==> config.mk <==
export PLATFORM = sky130hd
export DESIGN_NAME = dg_subpixel_mapper
export DESIGN_NICKNAME = d
export VERILOG_FILES = /design/src/rtl/dgmap_pkg.sv /design/src/rtl/dg_line_tracker.sv /design/src/rtl/dg_channel_index.sv /design/src/rtl/dg_colour_router.sv /design/src/rtl/dg_subpixel_mapper.sv
export SDC_FILE = /design/constraint.sdc
export NUM_CORES = 1
export LEC_CHECK = 0
export ABC_AREA = 1
export BUFFER_PORTS_ARGS = -buffer_cell sky130_fd_sc_hd__buf_2
export CAP_MARGIN = 20
export CORE_MARGIN = 4
export CORE_UTILIZATION = 45
export DETAILED_ROUTE_END_ITERATION = 10
export SLEW_MARGIN = 20
export SYNTH_ARGS = -nofsm -noshare
export SYNTH_HDL_FRONTEND = slang
export SYNTH_HIERARCHICAL = 1
export SYNTH_SLANG_ARGS = --single-unit
==> constraint.sdc <==
create_clock -name clk -period 7.05 [get_ports clk]
set_input_delay 1.0575 -clock clk [delete_from_list [all_inputs] [get_ports clk]]
set_output_delay 1.0575 -clock clk [all_outputs]
set_load 0.05 [all_outputs]
==> src/rtl/dgmap_pkg.sv <==
package dgmap_pkg;

  typedef enum logic [1:0] {
    COL_R = 2'd0,
    COL_G = 2'd1,
    COL_B = 2'd2
  } colour_e;

  typedef enum logic [1:0] {
    PAT_RBG = 2'd0,
    PAT_GRB = 2'd1,
    PAT_BGR = 2'd2
  } pattern_e;

  // Triplet colour order from filter layout, row parity and gate phase.
  function automatic pattern_e pick_pattern(logic stripe, logic even_row, logic second_phase);
    pattern_e p;
    if (stripe || !even_row) p = second_phase ? PAT_GRB : PAT_RBG;
    else                     p = second_phase ? PAT_BGR : PAT_GRB;
    return p;
  endfunction

  // Colour placed at a triplet position (0..2) by a pattern.
  function automatic colour_e colour_at(pattern_e p, logic [1:0] pos);
    colour_e c;
    c = COL_R;
    case (p)
      PAT_RBG: c = (pos == 2'd0) ? COL_R : (pos == 2'd1) ? COL_B : COL_G;
      PAT_GRB: c = (pos == 2'd0) ? COL_G : (pos == 2'd1) ? COL_R : COL_B;
      PAT_BGR: c = (pos == 2'd0) ? COL_B : (pos == 2'd1) ? COL_G : COL_R;
      default: c = COL_R;
    endcase
    return c;
  endfunction

endpackage

==> src/rtl/dg_line_tracker.sv <==
module dg_line_tracker #(
  parameter int TRIPLETS = 400,
  localparam int TW = (TRIPLETS > 1) ? $clog2(TRIPLETS) : 1
) (
  input  logic          clk,
  input  logic          rst,
  input  logic          restart,
  input  logic          advance,
  output logic [TW-1:0] trip_idx,
  output logic          second_phase,
  output logic          even_row,
  output logic          line_end
);

  localparam logic [TW-1:0] LAST_TRIP = TW'(TRIPLETS - 1);

  assign line_end = (trip_idx == LAST_TRIP);

  always_ff @(posedge clk) begin
    if (rst || restart) begin
      trip_idx     <= '0;
      second_phase <= 1'b0;
      even_row     <= 1'b0;
    end else if (advance) begin
      if (line_end) begin
        trip_idx     <= '0;
        second_phase <= ~second_phase;
        if (second_phase) even_row <= ~even_row;
      end else begin
        trip_idx <= trip_idx + TW'(1);
      end
    end
  end

endmodule

==> src/rtl/dg_channel_index.sv <==
module dg_channel_index #(
  parameter int TRIPLETS = 400,
  localparam int TW  = (TRIPLETS > 1) ? $clog2(TRIPLETS) : 1,
  localparam int CHW = $clog2(3 * TRIPLETS + 1)
) (
  input  logic           shift_fwd,
  input  logic [TW-1:0]  trip_idx,
  input  logic [1:0]     beat,
  output logic [CHW-1:0] chan,
  output logic [1:0]     pos
);

  localparam logic [CHW-1:0] NCH = CHW'(3 * TRIPLETS);

  logic [CHW-1:0] base;
  logic [CHW-1:0] beat_w;

  always_comb begin
    base   = CHW'(trip_idx) + CHW'(trip_idx) + CHW'(trip_idx);
    beat_w = CHW'(beat);
    if (shift_fwd) begin
      chan = base + beat_w + CHW'(1);
      pos  = beat;
    end else begin
      chan = NCH - base - beat_w;
      pos  = 2'd2 - beat;
    end
  end

endmodule

==> src/rtl/dg_colour_router.sv <==
module dg_colour_router #(
  parameter int DW = 8
) (
  input  logic          stripe,
  input  logic          even_row,
  input  logic          second_phase,
  input  logic [1:0]    pos,
  input  logic [DW-1:0] pix_r,
  input  logic [DW-1:0] pix_g,
  input  logic [DW-1:0] pix_b,
  output logic [DW-1:0] sub
);

  import dgmap_pkg::*;

  logic [DW-1:0] comp [3];
  colour_e       sel;

  assign comp[0] = pix_r;
  assign comp[1] = pix_g;
  assign comp[2] = pix_b;

  always_comb begin
    sel = colour_at(pick_pattern(stripe, even_row, second_phase), pos);
    case (sel)
      COL_R:   sub = comp[0];
      COL_G:   sub = comp[1];
      COL_B:   sub = comp[2];
      default: sub = comp[0];
    endcase
  end

endmodule

==> src/rtl/dg_subpixel_mapper.sv <==
module dg_subpixel_mapper #(
  parameter int DW = 8,
  parameter int TRIPLETS = 400,
  localparam int CHW = $clog2(3 * TRIPLETS + 1)
) (
  input  logic           clk,
  input  logic           rst,
  input  logic           cf_stripe,
  input  logic           shift_fwd,
  input  logic           in_valid,
  output logic           in_ready,
  input  logic           in_sof,
  input  logic [DW-1:0]  in_r,
  input  logic [DW-1:0]  in_g,
  input  logic [DW-1:0]  in_b,
  output logic           out_valid,
  output logic [DW-1:0]  out_data,
  output logic [CHW-1:0] out_chan,
  output logic           out_last
);

  localparam int TW = (TRIPLETS > 1) ? $clog2(TRIPLETS) : 1;

  logic          busy;
  logic [1:0]    beat;
  logic [DW-1:0] hold_r, hold_g, hold_b;
  logic          accept;
  logic          final_beat;

  logic [TW-1:0]  trip_idx;
  logic           second_phase;
  logic           even_row;
  logic           line_end;
  logic [CHW-1:0] chan;
  logic [1:0]     pos;
  logic [DW-1:0]  sub;

  assign final_beat = busy && (beat == 2'd2);
  assign in_ready   = !busy || (beat == 2'd2);
  assign accept     = in_valid && in_ready;

  // Pixel hold register and beat counter.
  always_ff @(posedge clk) begin
    if (rst) begin
      busy <= 1'b0;
      beat <= 2'd0;
    end else if (accept) begin
      busy <= 1'b1;
      beat <= 2'd0;
    end else if (busy) begin
      if (beat == 2'd2) busy <= 1'b0;
      else              beat <= beat + 2'd1;
    end
  end

  always_ff @(posedge clk) begin
    if (accept) begin
      hold_r <= in_r;
      hold_g <= in_g;
      hold_b <= in_b;
    end
  end

  dg_line_tracker #(.TRIPLETS(TRIPLETS)) tracker_i (
    .clk          (clk),
    .rst          (rst),
    .restart      (accept && in_sof),
    .advance      (final_beat),
    .trip_idx     (trip_idx),
    .second_phase (second_phase),
    .even_row     (even_row),
    .line_end     (line_end)
  );

  dg_channel_index #(.TRIPLETS(TRIPLETS)) index_i (
    .shift_fwd (shift_fwd),
    .trip_idx  (trip_idx),
    .beat      (beat),
    .chan      (chan),
    .pos       (pos)
  );

  dg_colour_router #(.DW(DW)) router_i (
    .stripe       (cf_stripe),
    .even_row     (even_row),
    .second_phase (second_phase),
    .pos          (pos),
    .pix_r        (hold_r),
    .pix_g        (hold_g),
    .pix_b        (hold_b),
    .sub          (sub)
  );

  // Registered output beat.
  always_ff @(posedge clk) begin
    if (rst) begin
      out_valid <= 1'b0;
      out_last  <= 1'b0;
      out_data  <= '0;
      out_chan  <= '0;
    end else begin
      out_valid <= busy;
      out_last  <= final_beat && line_end;
      if (busy) begin
        out_data <= sub;
        out_chan <= chan;
      end
    end
  end

endmodule

# After elaboration in Yosys (flattened, before gate mapping)
# Index checks and enable logic that the tools add are counted.
dict set report op_classes {
  reduce_logical 15
  addsub 9
  n_bitwise 3
  eq_ne 7
  n_mux 17
}
# cell count
set ops {}
lappend ops {{$mux W2} 8}
lappend ops {{$pmux W8 S2} 1}
lappend ops {{$add A11 B1 Y11 const B} 1}
lappend ops {{$add A11 B2 Y11} 1}
lappend ops {{$add A11 B9 Y11} 1}
lappend ops {{$mux W11} 1}
lappend ops {{$sub A11 B11 Y11 const A} 1}
lappend ops {{$sub A11 B2 Y11} 1}
lappend ops {{$add A9 B9 Y10} 1}
lappend ops {{$add A9 B1 Y9 const B} 1}
lappend ops {{$eq A9 B9 Y1 const B} 1}
lappend ops {{$mux W9} 1}
lappend ops {{$eq A2 B1 Y1 const B} 3}
lappend ops {{$eq A2 B2 Y1 const B} 3}
lappend ops {{$pmux W2 S3} 1}
lappend ops {{$mux W1} 5}
lappend ops {{$logic_and A1 B1 Y1} 4}
lappend ops {{$logic_not A2 Y1} 2}
lappend ops {{$reduce_and A2 Y1} 2}
lappend ops {{$logic_or A1 B1 Y1} 3}
lappend ops {{$not A1 Y1} 3}
lappend ops {{$reduce_and A3 Y1} 1}
lappend ops {{$add A2 B1 Y2 const B} 1}
lappend ops {{$logic_not A1 Y1} 2}
lappend ops {{2 further kinds} 2}
dict set report word_totals {
  output_inout_bits 22
  ff_bits 59
}

# Depth between registers and ports, before layout
dict set report logic_depth {
  ltp_word 8
  ltp_mapped 18
}

# Hierarchy
# Netlist, hierarchy kept.
# module instances area_per_inst_um2 cells_each seq_area_each_um2
set modules_own_cells {}
lappend modules_own_cells {dg_subpixel_mapper 1 1586.5 140 1201.2}
lappend modules_own_cells {dg_channel_index 1 1262.5 201 0.0}
lappend modules_own_cells {dg_line_tracker 1 564.3 86 220.2}
lappend modules_own_cells {dg_colour_router 1 340.3 76 0.0}

# Worst setup path after synthesis
# Ideal clock, no wire load.
dict set report synth_timing {
  path_type {register to register}
  from {register tracker_i.trip_idx[1]}
  to {register out_chan[9]}
  path_stages_with_launch 16
  required_time_ns 6.933
  setup_time_ns 0.117
  slack_ns 4.420
  t_arrival_ns 2.513
  n_path_buf 0
  path_cell_list {dfxtp_1 ha_1 fa_1 xor2_1 inv_1 ha_1 a21oi_1 nand2_1 nor2_1 nand2_2 nand2_2 nand3_1 nand3_1 nand2_1 nor2_1 nor2_1}
}
dict set report synth_via {
  elab_chain_cells 5
  word_cells_on_any_way 7
}
# element line_no
set synth_rtl {}
lappend synth_rtl {{start: declaration} dg_line_tracker.sv:9} ;# output logic [TW-1:0] trip_idx,
lappend synth_rtl {{start signal: assignment} dg_line_tracker.sv:30} ;# trip_idx <= trip_idx + TW'(1);
lappend synth_rtl {{$add A9 B9 Y10} dg_channel_index.sv:19} ;# base = CHW'(trip_idx) + CHW'(trip_idx) + CHW'(trip_idx);
lappend synth_rtl {{$add A11 B9 Y11 (*)} dg_channel_index.sv:19}
lappend synth_rtl {{$sub A11 B11 Y11 or $add A11 B2 Y11 (tied branches)} {dg_channel_index.sv:25, dg_channel_index.sv:22}}
lappend synth_rtl {{$sub A11 B2 Y11 or $add A11 B1 Y11 (tied branches)} {dg_channel_index.sv:25, dg_channel_index.sv:22}}
lappend synth_rtl {{$mux W11 (*)} dg_channel_index.sv:21} ;# if (shift_fwd) begin
lappend synth_rtl {{net chan[9]} dg_subpixel_mapper.sv:34} ;# logic [CHW-1:0] chan;
lappend synth_rtl {{end signal: assignment} dg_subpixel_mapper.sv:106} ;# out_chan <= chan;
lappend synth_rtl {{end: declaration} dg_subpixel_mapper.sv:18} ;# output logic [CHW-1:0] out_chan,
# Mark *: on every way through the listed nets, which the timed path passes. The rest lies on a longest branch.
# A chain may end at the register's enable or synchronous reset.

# Worst setup path in the final report
dict set report layout_timing {
  from {register tracker_i.trip_idx[1]}
  to {register out_chan[8]}
}
# The elaborated chain is that of the path after synthesis.

==> flow_summary.json <==
{
  "run_status": "completed",
  "cp_data_required_time_ns": 7.27,
  "yosys.area.top_type_share_pct": 19.2,
  "via_per_inst": 4.73,
  "ys.flop_type": "dfxtp_1",
  "period_needed_ns": 2.90,
  "ioPinCount": 52,
  "min_path_type": "flip-flop to flip-flop",
  "clockBufferDepth": 2,
  "fin_skew_ns": 0.00572,
  "clkTransAtPathRegs_ns": 0.07,
  "yosysTopAreaCell": "edfxtp_1",
  "postCtsHoldBufs": 0,
  "syn_nets": 567,
  "finalNetCount": 617,
  "cts_tree": "built",
  "initial_utilization_pct": 45.9,
  "h-tree-depth": 3,
  "syn_area_sq_um": 3750,
  "maxSlewViolCount": 0,
  "dieArea_sq_um": 9870,
  "portBuffers": 51,
  "cts_sinks": 59,
  "grt_pass1_wl_um": 13500,
  "post_cts_buffers": 0,
  "wl_per_cell_um": 11.8,
  "avgSynthCellArea_sq_um": 7.46,
  "dpl_cell_area_sq_um": 4050,
  "drive_gt1_share_pct": 18.5,
  "p_per_area_nw_per_um2": 189,
  "path_class": "flip-flop to flip-flop",
  "synth_common_cells": "nand2_1, nor2_1, inv_1",
  "rsz0062_at_grt": "false",
  "core_sq_um": 8180,
  "grt_usage_pct": 17.0,
  "cp-start-kind": "flip-flop",
  "synth_edf_count": 24,
  "cts_buffers": 9,
  "ys_warn_count": 6,
  "place_inst": 647,
  "syn_to_final_growth_pct": 13.0,
  "fmax_ghz": 0.344,
  "grt_pass1_vias": 2888,
  "maxCapViolations": 0,
  "min_from": "out_data[7]",
  "die-height_um": 99.3,
  "wl_um": 7840,
  "synthTopCellsByArea": "edfxtp_1, dfxtp_1, nand2_1, ha_1, nor2_1",
  "fp.dieW_um": 99.3,
  "antenna_found_initial": 0,
  "hold_violations": 0,
  "synth_most_common_cell": "nand2_1",
  "design_area_sq_um": 4240,
  "overflow": 0,
  "n_fill_cell": 788,
  "synth_cell_types": 36,
  "hpwl_um": 6060,
  "gp_congestion": 0.896,
  "grt_max_degree": 25,
  "route.antenna.remaining_nets": 0,
  "ys_seq_elements": 59,
  "arrival_ns": 3.12,
  "worst_pin_slew_ns": 0.883,
  "fin_tns_setup_ns": 0,
  "clockRootBuffer": "clkbuf_8",
  "drtPass1Iterations": 4,
  "r2r-start": "tracker_i/trip_idx[1]",
  "postCtsResizedCells": 0,
  "drt_iter0_drc": 130,
  "antennaDiodeCount": 0,
  "fin_cells": 663,
  "rows": 33,
  "setup_viol": 0,
  "fin_crit_sh_pct": 41.2,
  "crit_path_end_kind": "flip-flop",
  "startpoint": "tracker_i/trip_idx[1]",
  "ir_drop_mv": 0.121,
  "drcViolationCount": 0,
  "synthArstFlopShare_pct": 0,
  "slew_headroom_pct": 41.1,
  "vias": 3133,
  "path_max_fanout": 6,
  "power.leakage_nw": 2.13,
  "ys_seq_area_share_pct": 37.9,
  "clock_latency_ns": 0.33,
  "synthCells": 503
}
## worst paths after layout
path	to	slack, ns	depth (start not counted)
max	out_chan[8]	4.15	17
min	out_data[7]	0.49	2
max reg2reg	out_chan[8]	4.15	17
min reg2reg	out_data[7]	0.49	2
## state kept, by name, indices dropped and copies added, names as in the netlist
| name | cells |
|---|---|
| out_chan | 11 |
| busy | 1 |
| hold_g | 8 |
| beat | 2 |
| hold_b | 8 |
| out_last | 1 |
| tracker_i/trip_idx | 9 |
| out_data | 8 |
| hold_r | 8 |
| out_valid | 1 |
| tracker_i/second_phase | 1 |
| tracker_i/even_row | 1 |
## critical path: stages, from the launching register on
cell	delay, ns
dfxtp_1	0.38
ha_1	0.25
fa_1	0.43
xor2_1	0.40
ha_1	0.33
inv_1	0.10
nand3_1	0.07
nand2_1	0.09
nand2_1	0.08
nand3_2	0.08
nand2_1	0.05
nand2_1	0.07
nand2_1	0.06
nand2_1	0.07
nand2_1	0.04
and2_1	0.14
nor2_1	0.09
nor2_1	0.06
## cells in the final DEF (no fill, tap or decap), types with 7 or more instances in the layout
master | Yosys | routed
nand2_2 | 15 | 15
o21ai_1 | 7 | 7
o21ai_0 | 18 | 18
edfxtp_1 | 24 | 24
ha_1 | 31 | 31
nand3_1 | 32 | 32
clkbuf_8 | 2 | 9
nand2_1 | 131 | 131
a21oi_1 | 10 | 10
buf_2 | 4 | 51
inv_1 | 62 | 62
xor2_1 | 7 | 7
dfxtp_1 | 35 | 35
nor2_1 | 77 | 77
## where the power goes
group / switching [mW] / leakage (nW) / internal [mW]
registers: 0.00955 / 0.515 / 0.375
clock network: 0.138 / 0.0966 / 0.162
logic: 0.0839 / 1.52 / 0.0320
## cells by family after synthesis
family	synth area share (%)
AO/OA/AOI/OAI	5.63
XOR/XNOR	1.63
adder cells (fa/ha/maj)	11.9
buffers and inverters	8.90
flip-flops	37.9
AND/OR/NAND/NOR	34.0
## stage by stage
| step | util [%] | setup WS [ns] | hold slack (ns) | power [mW] |
|---|---|---|---|---|
| 6_report | 51.9 | 4.15 | 0.492 | 0.801 |
| 5_1_grt | 51.9 | 3.87 | 0.512 | 0.842 |
| 4_1_cts | 51.9 | 4.15 | 0.495 | 0.814 |
| 3_5_place_dp | 49.5 | 4.02 | 0.474 | 0.508 |
| 3_3_place_gp | 49.5 | 4.08 | 0.466 | 0.508 |
| 2_1_floorplan | - | 4.42 | 0.478 | 0.480 |
## area by class of cell
cell class	count	area [sq um]	share of cell area [%]
clock inverters	7	68.8	1.62
flip-flops and latches	59	1420	33.5
multi-input cells	367	2000	47.1
well taps	105	131	3.10
repair buffers	51	255	6.02
inverters	65	244	5.75
clock buffers	9	124	2.92
## metal layers
layer  track usage, %  wire, um
met1             23.9      3880
met2             26.0      3520
met3             4.28       377
met4             4.62        61
met5                0         0
No activity file was read; power rests on OpenSTA's default activity.
